File: config.mk
export PLATFORM = sky130hd
export DESIGN_NAME = vid_word_aligner
export DESIGN_NICKNAME = d
export VERILOG_FILES = /design/src/rtl/vfa_pkg.sv /design/src/rtl/vfa_trs_window.sv /design/src/rtl/vfa_align_fsm.sv /design/src/rtl/vfa_word_emit.sv /design/src/rtl/vid_word_aligner.sv
export SDC_FILE = /design/constraint.sdc
export NUM_CORES = 1
export LEC_CHECK = 0
export ABC_AREA = 1
export ABC_CLOCK_PERIOD_IN_PS = 2000
export BUFFER_PORTS_ARGS = -buffer_cell sky130_fd_sc_hd__buf_4
export CORE_MARGIN = 2
export CORE_UTILIZATION = 45
export CTS_CLUSTER_SIZE = 24
export DETAILED_ROUTE_END_ITERATION = 16
export SLEW_MARGIN = 20
export SYNTH_ARGS = -nofsm -noshare
export SYNTH_HDL_FRONTEND = slang
export SYNTH_SLANG_ARGS = --single-unit
File: constraint.sdc
create_clock -name clk -period 2 [get_ports clk]
set_input_delay 0 -clock clk [delete_from_list [all_inputs] [get_ports clk]]
set_output_delay 0 -clock clk [all_outputs]
set_load 0.01 [all_outputs]
File: src/rtl/vfa_pkg.sv
package vfa_pkg;
    typedef enum logic [1:0] {
        ST_SEARCH = 2'd0,
        ST_LOCKED = 2'd1,
        ST_SLIP   = 2'd2
    } algn_st_t;

    localparam int PRE_WORDS = 3;
endpackage

File: src/rtl/vfa_trs_window.sv
module vfa_trs_window #(
    parameter int W = 10
) (
    input  logic         clk,
    input  logic         rst_n,
    input  logic         bit_en,
    input  logic         bit_in,
    output logic         hit,
    output logic [W-1:0] last_word
);
    import vfa_pkg::*;
    localparam int WIN = (PRE_WORDS + 1) * W;

    logic [WIN-2:0]       hist_q;
    logic [WIN-1:0]       win_d;
    logic [PRE_WORDS-1:0] seg_ok;

    // newest bit enters at the top; the oldest preamble word sits lowest
    assign win_d = {bit_in, hist_q};

    always_ff @(posedge clk) begin
        if (!rst_n)      hist_q <= '0;
        else if (bit_en) hist_q <= win_d[WIN-1:1];
    end

    generate
        for (genvar g = 0; g < PRE_WORDS; g++) begin : g_seg
            if (g == 0) begin : g_ones
                assign seg_ok[g] = &win_d[W-1:0];
            end else begin : g_zeros
                assign seg_ok[g] = ~|win_d[g*W +: W];
            end
        end
    endgenerate

    assign hit       = bit_en && (&seg_ok) && win_d[WIN-1];
    assign last_word = win_d[WIN-1 -: W];
endmodule

File: src/rtl/vfa_align_fsm.sv
module vfa_align_fsm #(
    parameter int W = 10
) (
    input  logic clk,
    input  logic rst_n,
    input  logic bit_en,
    input  logic hit,
    input  logic follow_off,
    input  logic realign_en,
    output logic word_end,
    output logic trs_take,
    output logic misal,
    output logic locked
);
    import vfa_pkg::*;
    localparam int CW = (W > 1) ? $clog2(W) : 1;

    algn_st_t      st_q, st_d;
    logic [CW-1:0] cnt_q;
    logic          at_bnd;
    logic          realign;

    assign at_bnd = (cnt_q == CW'(W - 1));

    // state register and phase counter
    always_ff @(posedge clk) begin
        if (!rst_n) begin
            st_q  <= ST_SEARCH;
            cnt_q <= '0;
        end else if (bit_en) begin
            st_q  <= st_d;
            cnt_q <= (word_end || at_bnd) ? '0 : cnt_q + 1'b1;
        end
    end

    // next state and decision outputs
    always_comb begin
        st_d    = st_q;
        realign = 1'b0;
        unique case (st_q)
            ST_SEARCH: begin
                if (hit) begin
                    realign = 1'b1;               // acquire
                    st_d    = ST_LOCKED;
                end
            end
            ST_LOCKED: begin
                if (hit && !at_bnd) begin
                    if (follow_off && realign_en) realign = 1'b1;   // realign
                    else                          st_d    = ST_SLIP; // drift
                end
            end
            ST_SLIP: begin
                if (hit) begin
                    if (at_bnd) begin
                        st_d = ST_LOCKED;         // recover
                    end else if (!follow_off || realign_en) begin
                        realign = 1'b1;           // resync
                        st_d    = ST_LOCKED;
                    end
                end
            end
            default: st_d = ST_SEARCH;
        endcase
        word_end = bit_en && (((st_q != ST_SEARCH) && at_bnd) || realign);
        trs_take = hit && word_end;
        misal    = (st_q == ST_SLIP);
        locked   = (st_q != ST_SEARCH);
    end

    p_cnt_range_r3: assert property (@(posedge clk) disable iff (!rst_n)
        cnt_q < CW'(W));
    p_no_emit_search_r1: assert property (@(posedge clk) disable iff (!rst_n)
        (st_q == ST_SEARCH && !hit) |-> !word_end);
    p_recover_r5: assert property (@(posedge clk) disable iff (!rst_n)
        (st_q == ST_SLIP && hit && at_bnd) |=> st_q == ST_LOCKED);
    p_never_slip_r6: assert property (@(posedge clk) disable iff (!rst_n)
        (follow_off && realign_en && st_q != ST_SLIP) |=> st_q != ST_SLIP);
    p_auto_resync_r7: assert property (@(posedge clk) disable iff (!rst_n)
        (st_q == ST_SLIP && hit && !follow_off) |=> st_q == ST_LOCKED);
    p_idle_hold_r10: assert property (@(posedge clk) disable iff (!rst_n)
        !bit_en |=> ($stable(st_q) && $stable(cnt_q)));
endmodule

File: src/rtl/vfa_word_emit.sv
module vfa_word_emit #(
    parameter int W = 10
) (
    input  logic         clk,
    input  logic         rst_n,
    input  logic         word_end,
    input  logic         trs_take,
    input  logic [W-1:0] last_word,
    output logic [W-1:0] word_q,
    output logic         vld_q,
    output logic         trs_q,
    output logic         f_q,
    output logic         v_q,
    output logic         h_q
);
    localparam int F_BIT = W - 2;
    localparam int V_BIT = W - 3;
    localparam int H_BIT = W - 4;

    always_ff @(posedge clk) begin
        if (!rst_n) begin
            word_q <= '0;
            vld_q  <= 1'b0;
            trs_q  <= 1'b0;
            f_q    <= 1'b0;
            v_q    <= 1'b0;
            h_q    <= 1'b0;
        end else begin
            vld_q <= word_end;
            trs_q <= trs_take;
            if (word_end) word_q <= last_word;
            if (trs_take) begin
                f_q <= last_word[F_BIT];
                v_q <= last_word[V_BIT];
                h_q <= last_word[H_BIT];
            end
        end
    end

    p_pulse_with_word_r9: assert property (@(posedge clk) disable iff (!rst_n)
        trs_q |-> (vld_q && word_q[W-1]));
    p_single_pulse_r9: assert property (@(posedge clk) disable iff (!rst_n)
        trs_q |=> !trs_q);
    p_flags_hold_r8: assert property (@(posedge clk) disable iff (!rst_n)
        !trs_take |=> $stable({f_q, v_q, h_q}));
endmodule

File: src/rtl/vid_word_aligner.sv
module vid_word_aligner #(
    parameter int W = 10
) (
    input  logic         clk,
    input  logic         rst_n,
    input  logic         bit_en,
    input  logic         bit_in,
    input  logic         follow_off,
    input  logic         realign_en,
    output logic [W-1:0] word_out,
    output logic         word_vld,
    output logic         trs_pulse,
    output logic         flag_f,
    output logic         flag_v,
    output logic         flag_h,
    output logic         misalign
);
    logic         hit;
    logic [W-1:0] last_word;
    logic         word_end;
    logic         trs_take;
    logic         locked;

    vfa_trs_window #(.W(W)) u_win (
        .clk       (clk),
        .rst_n     (rst_n),
        .bit_en    (bit_en),
        .bit_in    (bit_in),
        .hit       (hit),
        .last_word (last_word)
    );

    vfa_align_fsm #(.W(W)) u_fsm (
        .clk        (clk),
        .rst_n      (rst_n),
        .bit_en     (bit_en),
        .hit        (hit),
        .follow_off (follow_off),
        .realign_en (realign_en),
        .word_end   (word_end),
        .trs_take   (trs_take),
        .misal      (misalign),
        .locked     (locked)
    );

    vfa_word_emit #(.W(W)) u_emit (
        .clk       (clk),
        .rst_n     (rst_n),
        .word_end  (word_end),
        .trs_take  (trs_take),
        .last_word (last_word),
        .word_q    (word_out),
        .vld_q     (word_vld),
        .trs_q     (trs_pulse),
        .f_q       (flag_f),
        .v_q       (flag_v),
        .h_q       (flag_h)
    );

    p_misal_needs_lock_r4: assert property (@(posedge clk) disable iff (!rst_n)
        misalign |-> locked);
endmodule

==> reports/results.tsv, run 1 <==
stage	metric	value	unit
power_and_ir_drop	ir_drop	0.466	mV
drt	drc_errors	0	
timing	drv_slew	0	
synthesis	synthSimpleGateAreaFrac	26.3	%
timing	tightestPinTransition	0.352	ns
worst_hold_path	min_path_type	input port to flip-flop	
setup_path	cp-start-kind	flip-flop	
power_and_ir_drop	switching_share	22.8	%
setup_path	r2r_start	u_win.hist_q[24]$_SDFFE_PN0P_	
synthesis	ys_types	22	
placed_design	dp_hpwl	3150	um
timing	whs	0.0138	ns
worst_hold_path	worstHoldStart	rst_n	
setup_path	cpMostUsedCell	nand2_1	
global_routing	grt_pass1_wl	8230	um
power_and_ir_drop	pwr-share-comb	6.7	%
drt	drt_iter0_drc	113	
synthesis	ys_ff_latch	60	
drt	wl_met2	1940	um
setup_path	crit_start	u_win.hist_q[24]$_SDFFE_PN0P_	
synthesis	synth.area.top_cells	dfxtp_1 (49%), nand2_1 (12%), nor2_1 (9.3%), o21ai_0 (7.6%), a21oi_1 (5.3%)	
drt	wl_met1	2470	um
die	die_w	77.5	um
setup_path	end_kind	flip-flop	
setup_path	path_delay_family	simple AND/OR/NAND/NOR gates	
synthesis	syn_nets	349	
timing	rsz0062_at_grt	false	
power_and_ir_drop	p_seq_share	51.2	%
setup_path	crit_buf_inv	1	
power_and_ir_drop	internal-power	1.93	mW
timing	finalSetupViolations	0	
timing	slew_headroom	76.5	%
setup_path	required	2.28	ns
power_and_ir_drop	p_switching	571	uW
drt	viasPerCell	4.74	
clock_network	postCtsHoldBufs	1	
drt	vias	2062	
placed_design	placed_area	2640	sq um
layout	final_cell_area	2840	sq um
clock_network	ctsResizeCount	0	
die	io_pins	22	
layout	utilization	54.9	%
drt	routed_wl	4660	um
setup_path	worstPathArrival	1.94	ns
clock_network	cts_num_sinks	60	
placed_design	portBuffers	21	
clock_network	cts_buffers	9	
timing	period_minus_slack	1.66	ns
synthesis	avgSynthCellArea	7.13	sq um
synthesis	netlist_instances	341	
drt	route.met3.wl	204	um
timing	fmax	603	MHz
global_routing	overflow	0	
die	core.rowCount	26	
drt	drt-pass1-iter-count	4	
setup_path	crit_type	flip-flop to flip-flop	
synthesis	muxShareOfSynthArea	0	%
run	cap_violations	0	
synthesis	synth_compound_area_share	14.2	%
global_routing	antenna_found_initial	0	
outcome	status	finished clean	
layout	n_antenna_cell	0	
power_and_ir_drop	total_power	2.51	mW
synthesis	synthXorXnorAreaFrac	0.720	%
global_routing	grt_use_total	17.4	%
timing	skew	0.00685	ns
setup_path	worst_path_max_delay_cell	dfxtp_1	
synthesis	synthAdderAreaFrac	1.03	%
clock_network	clk_pin_slew_worst_paths	0.06	ns
clock_network	clk_path_buf_depth	2	
clock_network	h-tree-depth	3	
clock_network	cts_tree	yes	
clock_network	postCtsSetupBuffers	0	
drt	routed.top_layer	met4	
setup_path	path_max_fanout	12	
layout	fin_nets	370	
clock_network	clk_latency	0.33	ns
timing	hold_viol	0	
setup_path	slowest_delay	0.32	ns
global_routing	grt_pass1_vias	1806	
power_and_ir_drop	clkPwrFrac	42.1	%
synthesis	syn_area	2430	sq um
placed_design	routabilityCongestion	0.807	
timing	fin_setup_tns	0	ns
layout	area_delta_synth_final	16.7	%
drt	wl_per_cell	10.7	um
die	fp.coreArea	5170	sq um
clock_network	cts-root-buf	clkbuf_8	
synthesis	synth_top_cell_by_area	dfxtp_1	
layout	drive_above_1_share	16.4	%
die	start_util	47.0	%
power_and_ir_drop	p_per_area	883	nW/um^2
synthesis	ys_seq_area_share	49.4	%
die	die-area	6010	sq um
die	fp.dieH	77.5	um
power_and_ir_drop	leakage	1.28	nW
synthesis	synth_top_family_by_area	simple AND/OR/NAND/NOR gates	
drt	antenna_left	0	
timing	timing.final.crit_share	82.9	%
setup_path	r2r_slack	0.34	ns
global_routing	grt_start_max_net_pins	31	
setup_path	crit_chain	inv_2, nand2_1, nor2_1, nand2_1, nor2_1, and2_4, nand2_2, nand2_2, nand2_2, nor2_4, nand2_1, nand2_1	
synthesis	yosys_warnings	0	
synthesis	synth_top_area_share	49.4	%
-- sequential cells by signal (all words and copies together) (netlist names) --
| signal | flops |
|---|---|
| u_win.hist_q | 39 |
| u_emit.h_q | 1 |
| u_emit.trs_q | 1 |
| u_emit.vld_q | 1 |
| u_emit.v_q | 1 |
| u_fsm.st_q | 2 |
| u_fsm.cnt_q | 4 |
| u_emit.word_q | 10 |
| u_emit.f_q | 1 |
-- cells in the mapped netlist (all sizes together) --
cell type,instances
a21oi,26
and2,1
buf,3
clkbuf,13
dfxtp,60
ha,2
inv,35
nand2,80
nand3,14
nand4,1
nor2,62
nor3,1
o211ai,1
o21ai,40
xor2,2
-- worst reg2reg max path: stages, from the launching register on --
cell     delay, ns
dfxtp_1       0.32
inv_2         0.05
nand2_1       0.04
nor2_1        0.20
nand2_1       0.08
nor2_1        0.15
and2_4        0.19
nand2_2       0.05
nand2_2       0.06
nand2_2       0.06
nor2_4        0.24
nand2_1       0.09
nand2_1       0.06
-- cells in the final DEF (no fill, tap or decap), types with 2 or more instances in the layout --
cell type / count
a21oi_1: 26
inv_1: 21
o21ai_0: 37
o21ai_1: 2
dfxtp_1: 60
buf_4: 25
inv_2: 14
ha_1: 2
nand2_2: 3
nand2_1: 77
clkbuf_8: 11
nor2_1: 60
nand3_1: 14
xor2_1: 2
-- kinds of logic (layout without fill, tap and decap cells) --
group / count (synthesis) / count (layout)
AND/OR/NAND/NOR: 159 / 159
adder cells (fa/ha/maj): 2 / 2
XOR/XNOR: 2 / 2
buffers and inverters: 51 / 75
flip-flops: 60 / 60
AO/OA/AOI/OAI: 67 / 67
-- power groups by stage --
stage / Sequential (mW) / Combinational [mW] / Clock, mW
6_report: 1.28 / 0.168 / 1.06
5_1_grt: 1.29 / 0.200 / 1.14
4_1_cts: 1.28 / 0.169 / 1.09
3_5_place_dp: 1.31 / 0.167 / 0
3_3_place_gp: 1.31 / 0.166 / 0
2_1_floorplan: 1.30 / 0.128 / 0
-- per-stage QoR --
stage	cells	setup slack [ns]
after global routing	435	0.116
final	435	0.342
after detailed placement	420	0.367
after CTS	435	0.341
after floorplan	341	0.609
after global placement	420	0.395
-- cell type report --
type / count / area (sq um)
Clock buffer: 12 / 155
Clock inverter: 2 / 35.0
Fill cell: 522 / 2330
Inverter: 35 / 131
Multi-Input combinational cell: 230 / 1030
Sequential cell: 60 / 1200
Tap cell: 70 / 87.6
Timing Repair Buffer: 26 / 198
-- per-layer routing --
metal / global-route usage [%] / vias up
met2: 25.1 / 30
met1: 23.7 / 909
li1: - / 1117
met3: 6.74 / 6
met4: 5.89 / 0
met5: 0 / -
-- worst paths after layout --
path	end	cells after the start
setup reg to reg	u_emit.word_q[6]$_SDFFE_PN0P_	12
setup / recovery	u_emit.word_q[6]$_SDFFE_PN0P_	12
hold / removal	u_emit.f_q$_SDFFE_PN0P_	3
hold reg to reg	u_win.hist_q[20]$_SDFFE_PN0P_	2
No activity file was read; power rests on OpenSTA's default activity.
==> inputs of run 2 (changes only) <==
--- a/config.mk
+++ b/config.mk
@@ -6,7 +6,7 @@
 export NUM_CORES = 1
 export LEC_CHECK = 0
 export ABC_AREA = 1
-export ABC_CLOCK_PERIOD_IN_PS = 2000
+export ABC_CLOCK_PERIOD_IN_PS = 1700
 export BUFFER_PORTS_ARGS = -buffer_cell sky130_fd_sc_hd__buf_4
 export CORE_MARGIN = 2
 export CORE_UTILIZATION = 45
==> constraint.sdc (replaced) <==
create_clock -name clk -period 1.7 [get_ports clk]
set_input_delay 0 -clock clk [delete_from_list [all_inputs] [get_ports clk]]
set_output_delay 0 -clock clk [all_outputs]
set_load 0.01 [all_outputs]
==> run 2 against run 1 <==
Effect of this change:
- worst setup slack got worse by 0.20 ns
- highest routed layer unchanged
- combinational power rose by 24%
- routed wire length rose by 3.2%
- flip-flop and latch count did not move
- final cell count rose by 1.1%
- final area rose by 1.5%
- clock power rose by 5%
- global-route usage barely moved
- sequential power rose by 18%
- register-to-register slack got worse by 0.20 ns
==> reports/results.tsv, run 2 (synthesis gave the netlist of run 1 again) <==
stage	metric	value	unit
drt	routed_wl	4810	um
die	die_w	77.5	um
setup_path	crit_chain	inv_1, nand2_1, nor2_2, nand2_1, nor2_2, and2_4, nand2_2, nand2_2, nand2_4, nor2_4, nand2_1, nand2_1	
die	io_pins	22	
power_and_ir_drop	total_power	2.83	mW
power_and_ir_drop	ir_drop	0.701	mV
layout	fillerInstances	500	
placed_design	routabilityCongestion	0.821	
clock_network	clk_pin_slew_worst_paths	0.06	ns
placed_design	portBuffers	21	
power_and_ir_drop	p_per_area	982	nW/um^2
power_and_ir_drop	leakage	1.30	nW
setup_path	worstPathArrival	1.84	ns
layout	largest_registers	u_win.hist_q: 39 flops, u_emit.word_q: 10 flops, u_fsm.cnt_q: 4 flops	
timing	period_minus_slack	1.56	ns
worst_hold_path	min_path_type	input port to flip-flop	
die	die-area	6010	sq um
setup_path	crit_buf_inv	1	
clock_network	h-tree-depth	3	
timing	drv_slew	0	
layout	register_area	1200	sq um
setup_path	cp-start-kind	flip-flop	
placed_design	dp_slack	0.0466	ns
timing	setup_slack	0.144	ns
setup_path	slowest_delay	0.31	ns
outcome	status	finished clean	
global_routing	grt_start_max_net_pins	58	
layout	layout_common_cells	nand2_1 (77), dfxtp_1 (58), nor2_1 (53)	
timing	skew	0.00313	ns
layout	n_antenna_cell	0	
power_and_ir_drop	pwr-share-comb	7.4	%
drt	viasPerCell	4.75	
power_and_ir_drop	p_seq_share	53.3	%
layout	largest_register_ff_count	39	
layout	multi_input_area	1060	sq um
power_and_ir_drop	p_switching	689	uW
drt	drt-pass1-iter-count	4	
timing	whs	0.0337	ns
global_routing	grt_use_total	17.3	%
layout	fin_nets	374	
setup_path	cpMostUsedCell	nand2_1	
layout	mostFrequentLayoutCell	nand2_1	
drt	drc_errors	0	
timing	tightestPinTransition	0.466	ns
timing	slew_headroom	69.0	%
die	core.rowCount	26	
clock_network	cts_buffers	9	
run	cap_violations	0	
global_routing	overflow	0	
layout	top_register	u_win.hist_q	
placed_design	dp_hpwl	3100	um
power_and_ir_drop	switching_share	24.4	%
setup_path	crit_type	flip-flop to flip-flop	
setup_path	path_max_fanout	6	
layout	utilization	55.7	%
timing	timing.final.crit_share	91.5	%
power_and_ir_drop	clkPwrFrac	39.3	%
layout	area_delta_synth_final	18.4	%
power_and_ir_drop	internal-power	2.14	mW
die	fp.coreArea	5170	sq um
timing	fmax	643	MHz
drt	vias	2091	
layout	drive_above_1_share	19.7	%
setup_path	end_kind	flip-flop	
layout	final_cell_count_no_fill	440	
setup_path	path_delay_family	simple AND/OR/NAND/NOR gates	
clock_network	clk_path_buf_depth	2	
clock_network	cts_num_sinks	60	
setup_path	worst_path_max_delay_cell	dfxtp_1	
timing	finalSetupViolations	0	
global_routing	grt_pass1_wl	8270	um
setup_path	required	1.98	ns
clock_network	cts-root-buf	clkbuf_8	
drt	wl_per_cell	10.9	um
drt	antenna_left	0	
timing	hold_viol	0	
clock_network	clk_latency	0.33	ns
placed_design	placed_area	2650	sq um
timing	fin_setup_tns	0	ns
layout	final_cell_area	2880	sq um
global_routing	grt_pass1_vias	1903	
drt	drt_iter0_drc	94	
placed_design	dp_cells	421	
die	fp.dieH	77.5	um
clock_network	cts_tree	yes	
global_routing	antenna_found_initial	0	
die	start_util	47.0	%
-- run 2: cell count changes in the layout (fill, tap and decap cells not counted), moves of 2 or more --
cell,delta
nor2_2,+7
dfxtp_2,+2
dfxtp_1,-2
buf_4,+2
nor2_1,-7
-- run 2: worst paths after layout --
check / from / depth (start not counted) / slack (ns) / end
setup / recovery: u_win.hist_q[23]$_SDFFE_PN0P_ / 12 / 0.14 / u_emit.word_q[4]$_SDFFE_PN0P_
hold reg to reg: u_win.hist_q[14]$_SDFFE_PN0P_ / 2 / 0.46 / u_win.hist_q[13]$_SDFFE_PN0P_
hold / removal: bit_en / 3 / 0.03 / u_win.hist_q[0]$_SDFFE_PN0P_
setup reg to reg: u_win.hist_q[23]$_SDFFE_PN0P_ / 12 / 0.14 / u_emit.word_q[4]$_SDFFE_PN0P_
-- run 2: metal layers --
layer	global-route usage, %	share of wire (%)	wire, um
met1	22.2	50	2410
met2	26.6	44	2100
met3	7.09	4.6	223
met4	5.54	1.4	68
met5	0	0	0
-- run 2: power groups by stage --
stage | Clock [mW] | Combinational, mW | Sequential, mW
final | 1.11 | 0.208 | 1.51
after global routing | 1.21 | 0.243 | 1.52
after CTS | 1.14 | 0.202 | 1.51
after detailed placement | 0 | 0.199 | 1.54
after global placement | 0 | 0.198 | 1.54
after floorplan | 0 | 0.151 | 1.53
-- run 2: repair_timing --
action	CTS	global route
setup buffers	0	2
setup endpoints to repair	0	11
endpoints found under the hold margin	2	0
hold buffers	1	0
gates resized for setup	0	12
-- run 2: cell type report --
class / count / area share (%)
clock buffers: 13 / 5.52
clock inverters: 2 / 0.348
inverters: 35 / 4.56
multi-input cells: 231 / 36.9
flip-flops and latches: 60 / 41.8
repair buffers: 29 / 7.78
well taps: 70 / 3.04
-- run 2: worst register-to-register path: cells and delay by family, from the launching register on --
family                 cells  cell delay, ns
DFF                        1            0.31
and+or+nand+nor           11            1.13
buffers and inverters      1            0.06
